File: config.mk
export PLATFORM = sky130hd
export DESIGN_NAME = quad_diff_counter
export DESIGN_NICKNAME = d
export VERILOG_FILES = /design/src/rtl/quad_diff_counter.sv
export SDC_FILE = /design/constraint.sdc
export NUM_CORES = 1
export LEC_CHECK = 0
export BUFFER_PORTS_ARGS = -buffer_cell sky130_fd_sc_hd__buf_2
export CAP_MARGIN = 20
export CORE_ASPECT_RATIO = 2
export CORE_MARGIN = 2
export CORE_UTILIZATION = 49
export CTS_CLUSTER_DIAMETER = 40
export DETAILED_ROUTE_END_ITERATION = 8
export HOLD_SLACK_MARGIN = 0.15
export PLACE_DENSITY = 0.77
export SETUP_SLACK_MARGIN = 0.2
export SYNTH_ARGS = -nofsm -noshare
export SYNTH_HDL_FRONTEND = slang
export SYNTH_SLANG_ARGS = --single-unit
export TNS_END_PERCENT = 30
File: constraint.sdc
create_clock -name clk -period 5.85 [get_ports clk]
set_clock_uncertainty 0.2 [all_clocks]
set_input_delay 0.585 -clock clk [delete_from_list [all_inputs] [get_ports clk]]
set_output_delay 0.585 -clock clk [all_outputs]
set_load 0.1 [all_outputs]
File: src/rtl/quad_diff_counter.sv
module quad_diff_counter #(
  parameter int BYTE_W      = 8,
  parameter int SYNC_STAGES = 2
) (
  input  logic              clk,
  input  logic              rst_n,
  input  logic              a_pos_i,
  input  logic              a_neg_i,
  input  logic              b_pos_i,
  input  logic              b_neg_i,
  input  logic              en_wr,
  input  logic              en_wdata,
  input  logic              err_clr,
  input  logic              rd_lo,
  output logic              enabled,
  output logic [BYTE_W-1:0] cnt_lo,
  output logic [BYTE_W-1:0] cnt_hi,
  output logic              line_err,
  output logic              jump_err
);
  localparam int CNT_W = 2 * BYTE_W;
  localparam logic [3:0] IDLE_LINES = 4'b0101;

  logic [3:0]       sync_q [SYNC_STAGES];
  logic [3:0]       lines;
  logic             pair_ok, ch_a, ch_b;
  logic [1:0]       prev_q;
  logic [3:0]       trans;
  logic             step_up, step_dn, jump;
  logic             en_q, bad_q;
  logic [CNT_W-1:0] count_q;
  logic [BYTE_W-1:0] hi_hold_q;

  always_ff @(posedge clk or negedge rst_n) begin
    if (!rst_n) begin
      for (int i = 0; i < SYNC_STAGES; i++) sync_q[i] <= IDLE_LINES;
    end else begin
      sync_q[0] <= {a_pos_i, a_neg_i, b_pos_i, b_neg_i};
      for (int i = 1; i < SYNC_STAGES; i++) sync_q[i] <= sync_q[i-1];
    end
  end

  assign lines   = sync_q[SYNC_STAGES-1];
  assign pair_ok = (lines[3] ^ lines[2]) & (lines[1] ^ lines[0]);
  assign ch_a    = lines[3];
  assign ch_b    = lines[1];
  assign trans   = {prev_q, ch_a, ch_b};

  always_comb begin
    step_up = 1'b0;
    step_dn = 1'b0;
    unique case (trans)
      4'b0001, 4'b0111, 4'b1110, 4'b1000: step_up = 1'b1;
      4'b0010, 4'b1011, 4'b1101, 4'b0100: step_dn = 1'b1;
      default: ;
    endcase
  end

  assign jump = (prev_q[1] != ch_a) && (prev_q[0] != ch_b);

  always_ff @(posedge clk or negedge rst_n) begin
    if (!rst_n) begin
      prev_q    <= 2'b00;
      count_q   <= '0;
      en_q      <= 1'b1;
      bad_q     <= 1'b0;
      line_err  <= 1'b0;
      jump_err  <= 1'b0;
      hi_hold_q <= '0;
    end else begin
      if (pair_ok) prev_q <= {ch_a, ch_b};
      if (en_q && pair_ok) begin
        if (step_up)      count_q <= count_q + 1'b1;
        else if (step_dn) count_q <= count_q - 1'b1;
      end
      if (en_wr) en_q <= en_wdata;
      bad_q <= en_q & ~pair_ok;
      if (en_q && !pair_ok && bad_q) line_err <= 1'b1;
      else if (err_clr)              line_err <= 1'b0;
      if (en_q && pair_ok && jump)   jump_err <= 1'b1;
      else if (err_clr)              jump_err <= 1'b0;
      if (rd_lo) hi_hold_q <= count_q[CNT_W-1:BYTE_W];
    end
  end

  assign enabled = en_q;
  assign cnt_lo  = count_q[BYTE_W-1:0];
  assign cnt_hi  = hi_hold_q;
endmodule


==> flow_metrics.env, run 1 <==
export IMPL_worst_ep_arrival_time_ns=3.03
export IMPL_grt_util_all_layers=0.179
export IMPL_cts_resized=0
export IMPL_clock_latency_ns=0.29
export IMPL_synth_enable_flop_cells=0
export IMPL_totalNegativeSetupSlack_ns=0
export IMPL_drive_gt1_frac=0.238
export IMPL_grt_setup_unrepaired="false"
export IMPL_die_area_sq_um=5010
export IMPL_synth_async_reset_ratio=1.00
export IMPL_mappedNetlistNets=235
export IMPL_globalRouteOverflowTotal=0
export IMPL_diodes=0
export IMPL_clock_sinks=38
export IMPL_fmax_ghz=0.327
export IMPL_timing_max_transition_violations_final=0
export IMPL_antenna_found_initial=0
export IMPL_synth_area_per_cell_sq_um=10.3
export IMPL_cts_root_buf="clkbuf_8"
export IMPL_setup_viol_count_final=0
export IMPL_crit_chain="xnor2_1 -> nand2_1 -> fa_1 -> a211oi_1 -> o21a_1 -> o31ai_1 -> o31ai_1 -> xor2_1 -> o21ai_0"
export IMPL_period_share=0.524
export IMPL_criticalPathCategory="reg -> reg"
export IMPL_min_period_ns=3.06
export IMPL_cts_hold_bufs=0
export IMPL_area_growth_pct=9.22
export IMPL_routed_via_density=5.50
export IMPL_slew_headroom=0.453
export IMPL_netlist_top_cells_area="dfrtp_1, ha_1, dfstp_2"
export IMPL_synth_area_sq_um=2170
export IMPL_library_cell_with_the_highest_instance_count_after_synthesis="dfrtp_1"
export IMPL_dp_final_hpwl_microns=3060
export IMPL_dr_first_iter_drc_count=19
export IMPL_synth_commonest_cells="dfrtp_1, nand2_1, o21ai_0, a21oi_1, ha_1"
export IMPL_pin_count_of_the_biggest_net_entering_global_routing=39
export IMPL_yosysTopAreaCell="dfrtp_1"
export IMPL_synth_cells=210
export IMPL_core_area_sq_um=4300
export IMPL_drt_pass1_iterations=4
export IMPL_crit_path_end_kind="flip-flop"
export IMPL_design_portCount=29
export IMPL_crit_top_cell="o31ai_1"
export IMPL_cts_root_to_sink_buffers=2
export IMPL_hold_viol=0
export IMPL_antenna_violating_nets_post_route=0
export IMPL_fillerInstances=385
export IMPL_timing_critical_path_slowest_stage_cell="fa_1"
export IMPL_synth_top_area_frac=0.380
export IMPL_timing_reg2reg_setup_slack_ns=2.79
export IMPL_synth_yosys_seq_area_share=0.441
export IMPL_grt_pass1_vias=1525
export IMPL_critical_path_max_stage_delay_ns=0.59
export IMPL_fin_nets=255
export IMPL_worst_slew_pin_slew_ns=0.820
export IMPL_drc=0
export IMPL_drt_wirelength_per_cell_microns=14.1
export IMPL_hold_path_class="reg -> reg"
export IMPL_crit_fanout=17
export IMPL_synth_top_flop_cell="dfrtp_1"
export IMPL_chipHeight_microns=98.1
export IMPL_initial_core_util=0.505
export IMPL_worst_setup_start_kind="flip-flop"
export IMPL_synthesis_yosys_warnings=0
export IMPL_place_gp_congestion=0.911
export IMPL_multi_input_area_sq_um=1100
export IMPL_tritoncts_clock_tree="yes"
export IMPL_netlist_cell_type_count=40
export IMPL_maxCapViolations=0
export IMPL_run_status="complete, no violations"
export IMPL_die_w_microns=51.1
export IMPL_clkSlewWorstSetupHoldPaths_ns=0.07
export IMPL_portBuffers=28
export IMPL_route_final_wire_length_microns=4030
export IMPL_cts_post_setup_buffers_inserted=0
export IMPL_floorplan_rows=34
export IMPL_instances_no_fill=285
export IMPL_dr_total_vias=1568
export IMPL_cp_required_ns=5.82
export IMPL_synth_seq_cells=38
export IMPL_numPlacedInstances=277
export IMPL_cts_htree_levels=2
export IMPL_seq_area_sq_um=957
export IMPL_grt_first_pass_wirelength_microns=6730
export IMPL_cts_buffers=5
-- critical path, delay by kind of cell, from the launching register on --
kind                       cells  cell delay, ns
adders and majority gates      1            0.59
xor gates and xnor gates       2            0.34
and+or+nand+nor                1            0.39
DFF                            1            0.45
AOI/OAI and AO/OA              5            0.98
-- per-stage QoR --
stage	instance area, sq um	util	hold WS, ns	setup WS [ns]
final	2370	0.552	0.155	2.79
after global routing	2370	0.552	0.160	2.44
after CTS	2370	0.552	0.158	2.76
after detailed placement	2280	0.530	0.144	2.77
after global placement	2280	0.530	0.134	2.84
after floorplan	2170	-	0.0894	3.10
-- registers in the layout (all words and copies together), names as in the netlist --
register and flops:
prev_q 2, enabled 1, bad_q 1, cnt_hi 8, lines 4, line_err 1
sync_q 4, jump_err 1, count_q 16
-- cells by family after synthesis --
kind of cell | count (synthesis) | share of synthesized area
mux | 11 | 0.0588
xor+xnor | 20 | 0.0842
flops | 38 | 0.441
compound gates | 63 | 0.178
fa+ha+maj | 15 | 0.0899
buf+inv | 19 | 0.0542
simple gates | 44 | 0.0940
-- worst paths after layout --
| kind | start | endpoint | cells past startpoint |
|---|---|---|---|
| setup reg to reg | lines[3]$_DFF_PN0_ | count_q[14]$_DFFE_PN0P_ | 9 |
| setup / recovery | lines[3]$_DFF_PN0_ | count_q[14]$_DFFE_PN0P_ | 9 |
| hold reg to reg | sync_q[5]$_DFF_PN0_ | lines[1]$_DFF_PN0_ | 0 |
| min in group asynchronous | rst_n | cnt_hi[0]$_DFFE_PN0P_ | 1 |
| max in group asynchronous | rst_n | sync_q[5]$_DFF_PN0_ | 1 |
| hold / removal | sync_q[5]$_DFF_PN0_ | lines[1]$_DFF_PN0_ | 0 |
-- metal layers --
layer | global-route usage | part of all wire | vias up
met5 | 0 | 0 | -
met4 | 0.110 | 0.041 | 0
met3 | 0.0382 | 0.033 | 13
met2 | 0.323 | 0.57 | 33
met1 | 0.175 | 0.36 | 746
li1 | - | - | 776
-- cell type report --
cell class              instances  area share
clock buffers                   6      0.0348
multi-input cells             153       0.462
flip-flops and latches         38       0.404
well taps                      54      0.0285
repair buffers                 28      0.0591
clock inverters                 2     0.00528
inverters                       4     0.00633
-- cell usage in the layout, fill, tap and decap left out, types with 2 or more instances in the layout --
| master | instances |
|---|---|
| a211oi_1 | 4 |
| a21o_1 | 6 |
| a21oi_1 | 16 |
| buf_2 | 28 |
| clkbuf_8 | 6 |
| dfrtp_1 | 33 |
| dfstp_2 | 5 |
| ha_1 | 14 |
| inv_1 | 4 |
| mux2_2 | 10 |
| nand2_1 | 22 |
| nand3_1 | 3 |
| nor2_1 | 10 |
| nor3_1 | 3 |
| o211ai_1 | 2 |
| o21a_1 | 3 |
| o21ai_0 | 17 |
| o21ai_1 | 3 |
| o21bai_1 | 3 |
| o31ai_1 | 2 |
| xnor2_1 | 9 |
| xor2_1 | 10 |
Power of run 1 is left out: the tool's default activity adds up to more than one toggle a clock period on the data nets, which glitch-free logic cannot reach.
==> run 2: changes to the inputs <==
==> constraint.sdc (replaced) <==
create_clock -name clk -period 3.2 [get_ports clk]
set_clock_uncertainty 0.2 [all_clocks]
set_input_delay 0.32 -clock clk [delete_from_list [all_inputs] [get_ports clk]]
set_output_delay 0.32 -clock clk [all_outputs]
set_load 0.1 [all_outputs]
==> run 2 against run 1 <==
Against the previous run:
- critical path depth increased by 1
- critical path type unchanged
- final cell count increased by 3.5%
- worst hold slack improved by 0.0038 ns
- largest cell class unchanged
==> flow_metrics.env, run 2 (same netlist as run 1, synthesis figures left out) <==
export IMPL_run_status="complete, no violations"
export IMPL_crit_fanout=13
export IMPL_drt_wirelength_per_cell_microns=14.5
export IMPL_clock_sinks=38
export IMPL_drive_gt1_frac=0.253
export IMPL_hold_path_class="reg -> reg"
export IMPL_drc=0
export IMPL_worst_hold_path_num_cells=0
export IMPL_grt_setup_unrepaired="false"
export IMPL_cts_htree_levels=2
export IMPL_layout_cells_most_common="dfrtp_1"
export IMPL_grt_pass1_vias=1630
export IMPL_worstRegToRegCells=10
export IMPL_antenna_violating_nets_post_route=0
export IMPL_timing_hold_worst_endpoint="lines[2]$_DFF_PN1_"
export IMPL_start_point_of_the_worst_min_delay_path="sync_q[6]$_DFF_PN1_"
export IMPL_cts_root_buf="clkbuf_8"
export IMPL_setup_viol_count_final=0
export IMPL_worst_slew_pin_slew_ns=0.817
export IMPL_floorplan_rows=34
export IMPL_drt_pass1_iterations=4
export IMPL_totalNegativeSetupSlack_ns=0
export IMPL_routed_via_density=5.48
export IMPL_globalRouteOverflowTotal=0
export IMPL_hold_viol=0
export IMPL_die_area_sq_um=5010
export IMPL_fin_nets=265
export IMPL_dr_total_vias=1617
export IMPL_dp_final_hpwl_microns=3230
export IMPL_maxCapViolations=0
export IMPL_crit_path_end_kind="flip-flop"
export IMPL_clkSlewWorstSetupHoldPaths_ns=0.07
export IMPL_core_area_sq_um=4300
export IMPL_r2r_end="count_q[14]$_DFFE_PN0P_"
export IMPL_portBuffers=28
export IMPL_die_w_microns=51.1
export IMPL_antenna_found_initial=0
export IMPL_fmax_ghz=0.358
export IMPL_clock_latency_ns=0.29
export IMPL_cts_buffers=5
export IMPL_timing_reg2reg_setup_slack_ns=0.41
export IMPL_period_share=0.872
export IMPL_cts_root_to_sink_buffers=2
export IMPL_grt_util_all_layers=0.189
export IMPL_area_growth_pct=16.3
export IMPL_slew_headroom=0.455
export IMPL_r2r_start="lines[3]$_DFF_PN0_"
export IMPL_top_library_cells_by_usage_in_the_layout_fill_and_taps_aside="dfrtp_1, buf_2, nand2_1"
export IMPL_place_gp_congestion=0.931
export IMPL_worst_setup_start_kind="flip-flop"
export IMPL_setup_worst_path_start="lines[3]$_DFF_PN0_"
export IMPL_timing_max_transition_violations_final=0
export IMPL_chipHeight_microns=98.1
export IMPL_initial_core_util=0.505
export IMPL_criticalPathCategory="reg -> reg"
export IMPL_grt_first_pass_wirelength_microns=7160
export IMPL_multi_input_area_sq_um=1110
export IMPL_design_portCount=29
export IMPL_largest_register_ff_count=16
export IMPL_fillerInstances=381
export IMPL_pin_count_of_the_biggest_net_entering_global_routing=39
export IMPL_min_period_ns=2.79
export IMPL_tritoncts_clock_tree="yes"
export IMPL_diodes=0
export IMPL_dr_first_iter_drc_count=29
export IMPL_seq_area_sq_um=957
export IMPL_route_final_wire_length_microns=4270
export IMPL_largest_register="count_q"
export IMPL_cp_required_ns=3.21
export IMPL_worst_ep_arrival_time_ns=2.80
[run 2: how the worst max path moves through the flow]
stage                         endpoint  slack (ns)  cells after the start
3_5_place_dp   count_q[12]$_DFFE_PN0P_        0.25                      9
2_1_floorplan  count_q[14]$_DFFE_PN0P_        0.45                      9
6_report       count_q[14]$_DFFE_PN0P_        0.41                     10
5_1_grt        count_q[14]$_DFFE_PN0P_        0.20                      9
3_3_place_gp   count_q[13]$_DFFE_PN0P_        0.32                      9
4_1_cts        count_q[14]$_DFFE_PN0P_        0.23                      9
[run 2: layout make-up]
class                   count  share of cell area
clock buffers               5              0.0273
clock inverters             3              0.0273
inverters                   4             0.00595
multi-input cells         153               0.441
flip-flops and latches     38               0.379
well taps                  54              0.0268
repair buffers             38              0.0932
[run 2: worst max-delay path, stage by stage (launching register included)]
cell and delay, ns:
dfrtp_1 0.45, xnor2_1 0.22, nand2_2 0.22, buf_4 0.23
ha_1 0.41, nand2_1 0.10, o21ai_0 0.33, o21bai_1 0.17
o31ai_1 0.10, xor2_1 0.15, o21ai_0 0.14
[run 2: what timing repair did]
action / in CTS / in global routing
setup endpoints to repair: 0 / 8
hold endpoints to repair: 40 / 0
resized for setup: 0 / 4
setup buffers: 0 / 0
hold buffers: 8 / 0
[run 2: metal layers]
metal,global-route usage,wire length [microns],vias up
met1,0.173,1510,768
met4,0.133,247,0
met5,0,0,-
met2,0.347,2400,33
met3,0.0382,114,20
li1,-,-,796
[run 2: stage by stage]
step | cells | cell area [sq um] | hold WS, ns | util | worst slack [ns]
after CTS | 295 | 2510 | 0.160 | 0.584 | 0.226
after global routing | 295 | 2520 | 0.162 | 0.588 | 0.195
final | 295 | 2520 | 0.159 | 0.588 | 0.410
after detailed placement | 279 | 2290 | 0.147 | 0.533 | 0.252
after floorplan | 210 | 2170 | -0.176 | - | 0.447
after global placement | 279 | 2290 | 0.134 | 0.533 | 0.321
Power of run 2 is left out for the same reason.
==> run 3: changes to the inputs <==
--- a/config.mk
+++ b/config.mk
@@ -13,6 +13,7 @@
 export CTS_CLUSTER_DIAMETER = 40
 export DETAILED_ROUTE_END_ITERATION = 8
 export HOLD_SLACK_MARGIN = 0.15
+export MAX_ROUTING_LAYER = met4
 export PLACE_DENSITY = 0.77
 export SETUP_SLACK_MARGIN = 0.2
 export SYNTH_ARGS = -nofsm -noshare
==> run 3 against run 2 <==
Against the previous run:
- critical path depth fell by 1
- count of clock-buffer cells in the layout did not move
- fmax fell by 2.2%
- design area fell by 1.1%
- routed wire length rose by 3.5%
- core utilization fell by 0.67 points
- final cell count did not move
- critical endpoint is now count_q[12]$_DFFE_PN0P_
- worst setup slack got worse by 0.064 ns
- sequential share of layout area rose by 0.44 points
- non-clock buffer count did not move
- first-iteration DRC count fell by 45%
- register-to-register slack got worse by 0.06 ns
==> flow_metrics.env, run 3 (same netlist as run 1, synthesis figures left out) <==
export IMPL_cts_root_to_sink_buffers=2
export IMPL_antenna_violating_nets_post_route=0
export IMPL_timing_max_transition_violations_final=0
export IMPL_grt_pass1_vias=1592
export IMPL_hold_viol=0
export IMPL_fin_nets=265
export IMPL_place_gp_congestion=0.946
export IMPL_drive_gt1_frac=0.249
export IMPL_diodes=0
export IMPL_antenna_found_initial=0
export IMPL_totalNegativeSetupSlack_ns=0
export IMPL_min_period_ns=2.85
export IMPL_start_point_of_the_worst_min_delay_path="sync_q[7]$_DFF_PN0_"
export IMPL_period_share=0.892
export IMPL_fillerInstances=388
export IMPL_clkSlewWorstSetupHoldPaths_ns=0.08
export IMPL_grt_first_pass_wirelength_microns=7360
export IMPL_worstRegToRegCells=9
export IMPL_setup_worst_path_start="lines[3]$_DFF_PN0_"
export IMPL_cts_root_buf="clkbuf_8"
export IMPL_globalRouteOverflowTotal=0
export IMPL_worst_slew_pin_slew_ns=0.825
export IMPL_drc=0
export IMPL_initial_core_util=0.505
export IMPL_pin_count_of_the_biggest_net_entering_global_routing=39
export IMPL_route_final_wire_length_microns=4420
export IMPL_tritoncts_clock_tree="yes"
export IMPL_setup_viol_count_final=0
export IMPL_worst_hold_path_num_cells=0
export IMPL_worst_setup_start_kind="flip-flop"
export IMPL_cp_required_ns=3.18
export IMPL_drt_pass1_iterations=4
export IMPL_portBuffers=28
export IMPL_hold_slack_ns=0.154
export IMPL_layout_cells_most_common="dfrtp_1"
export IMPL_crit_fanout=13
export IMPL_core_area_sq_um=4300
export IMPL_cts_htree_levels=2
export IMPL_design_portCount=29
export IMPL_dp_final_hpwl_microns=3290
export IMPL_r2r_end="count_q[12]$_DFFE_PN0P_"
export IMPL_timing_hold_worst_endpoint="lines[3]$_DFF_PN0_"
export IMPL_timing_reg2reg_setup_slack_ns=0.35
export IMPL_r2r_start="lines[3]$_DFF_PN0_"
export IMPL_run_status="complete, no violations"
export IMPL_routed_via_density=5.51
export IMPL_fmax_ghz=0.350
export IMPL_drt_wirelength_per_cell_microns=15.0
export IMPL_crit_path_end_kind="flip-flop"
export IMPL_worst_ep_arrival_time_ns=2.84
export IMPL_grt_setup_unrepaired="true"
export IMPL_dpl_instance_area_sq_um=2290
export IMPL_instances_no_fill=295
export IMPL_dr_first_iter_drc_count=16
export IMPL_cts_buffers=5
export IMPL_maxCapViolations=0
export IMPL_top_library_cells_by_usage_in_the_layout_fill_and_taps_aside="dfrtp_1, buf_2, nand2_1"
export IMPL_clock_latency_ns=0.30
export IMPL_chipHeight_microns=98.1
export IMPL_numPlacedInstances=279
export IMPL_cts_post_setup_buffers_inserted=0
export IMPL_grt_util_all_layers=0.204
export IMPL_die_w_microns=51.1
export IMPL_criticalPathCategory="reg -> reg"
export IMPL_largest_register="count_q"
export IMPL_largest_register_ff_count=16
export IMPL_die_area_sq_um=5010
export IMPL_slew_headroom=0.450
export IMPL_floorplan_rows=34
export IMPL_hold_path_class="reg -> reg"
export IMPL_area_growth_pct=15.0
export IMPL_dr_total_vias=1624
export IMPL_clock_sinks=38
export IMPL_fin_area_sq_um=2500
==> run 3: metrics by stage <==
step           utilization  setup slack [ns]
2_1_floorplan            -             0.447
3_3_place_gp         0.533             0.307
3_5_place_dp         0.533             0.226
4_1_cts              0.579             0.330
5_1_grt              0.581             0.160
6_report             0.581             0.346
==> run 3: how the worst max path moves through the flow <==
stage                              endpoint  slack, ns  cells past startpoint
floorplan           count_q[14]$_DFFE_PN0P_       0.45                      9
detailed placement  count_q[13]$_DFFE_PN0P_       0.23                      9
CTS                 count_q[12]$_DFFE_PN0P_       0.33                      9
global placement    count_q[13]$_DFFE_PN0P_       0.31                      9
finish              count_q[12]$_DFFE_PN0P_       0.35                      9
global route        count_q[12]$_DFFE_PN0P_       0.16                      9
==> run 3: routing by layer <==
metal / part of all wire / global-route usage
met1: 0.35 / 0.198
met2: 0.56 / 0.357
met3: 0.033 / 0.0382
met4: 0.056 / 0.127
met5: 0 / -
==> run 3: what timing repair did <==
item,CTS,global route
endpoints found under the hold margin,40,0
pin swaps,0,0
hold buffers,8,0
endpoints found under the setup margin,2,6
resized for setup,1,2
==> run 3: worst max-delay path: stages (launching register included) <==
cell and delay (ns):
dfrtp_1 0.45, xnor2_1 0.22, nand2_2 0.22, fa_1 0.48
a211oi_1 0.32, o21a_1 0.21, o21bai_1 0.11, a41oi_1 0.28
xor2_1 0.17, o21ai_1 0.07
==> run 3: area by class of cell <==
class,count,area [sq um],share of cell area
clock buffer,5,68.8,0.0276
clock inverter,3,45.0,0.0180
inverter,4,15.0,0.00602
multi-input combinational,153,1110,0.444
sequential,38,957,0.383
tap,54,67.6,0.0271
timing repair buffer,38,235,0.0942
Power of run 3 is left out for the same reason.
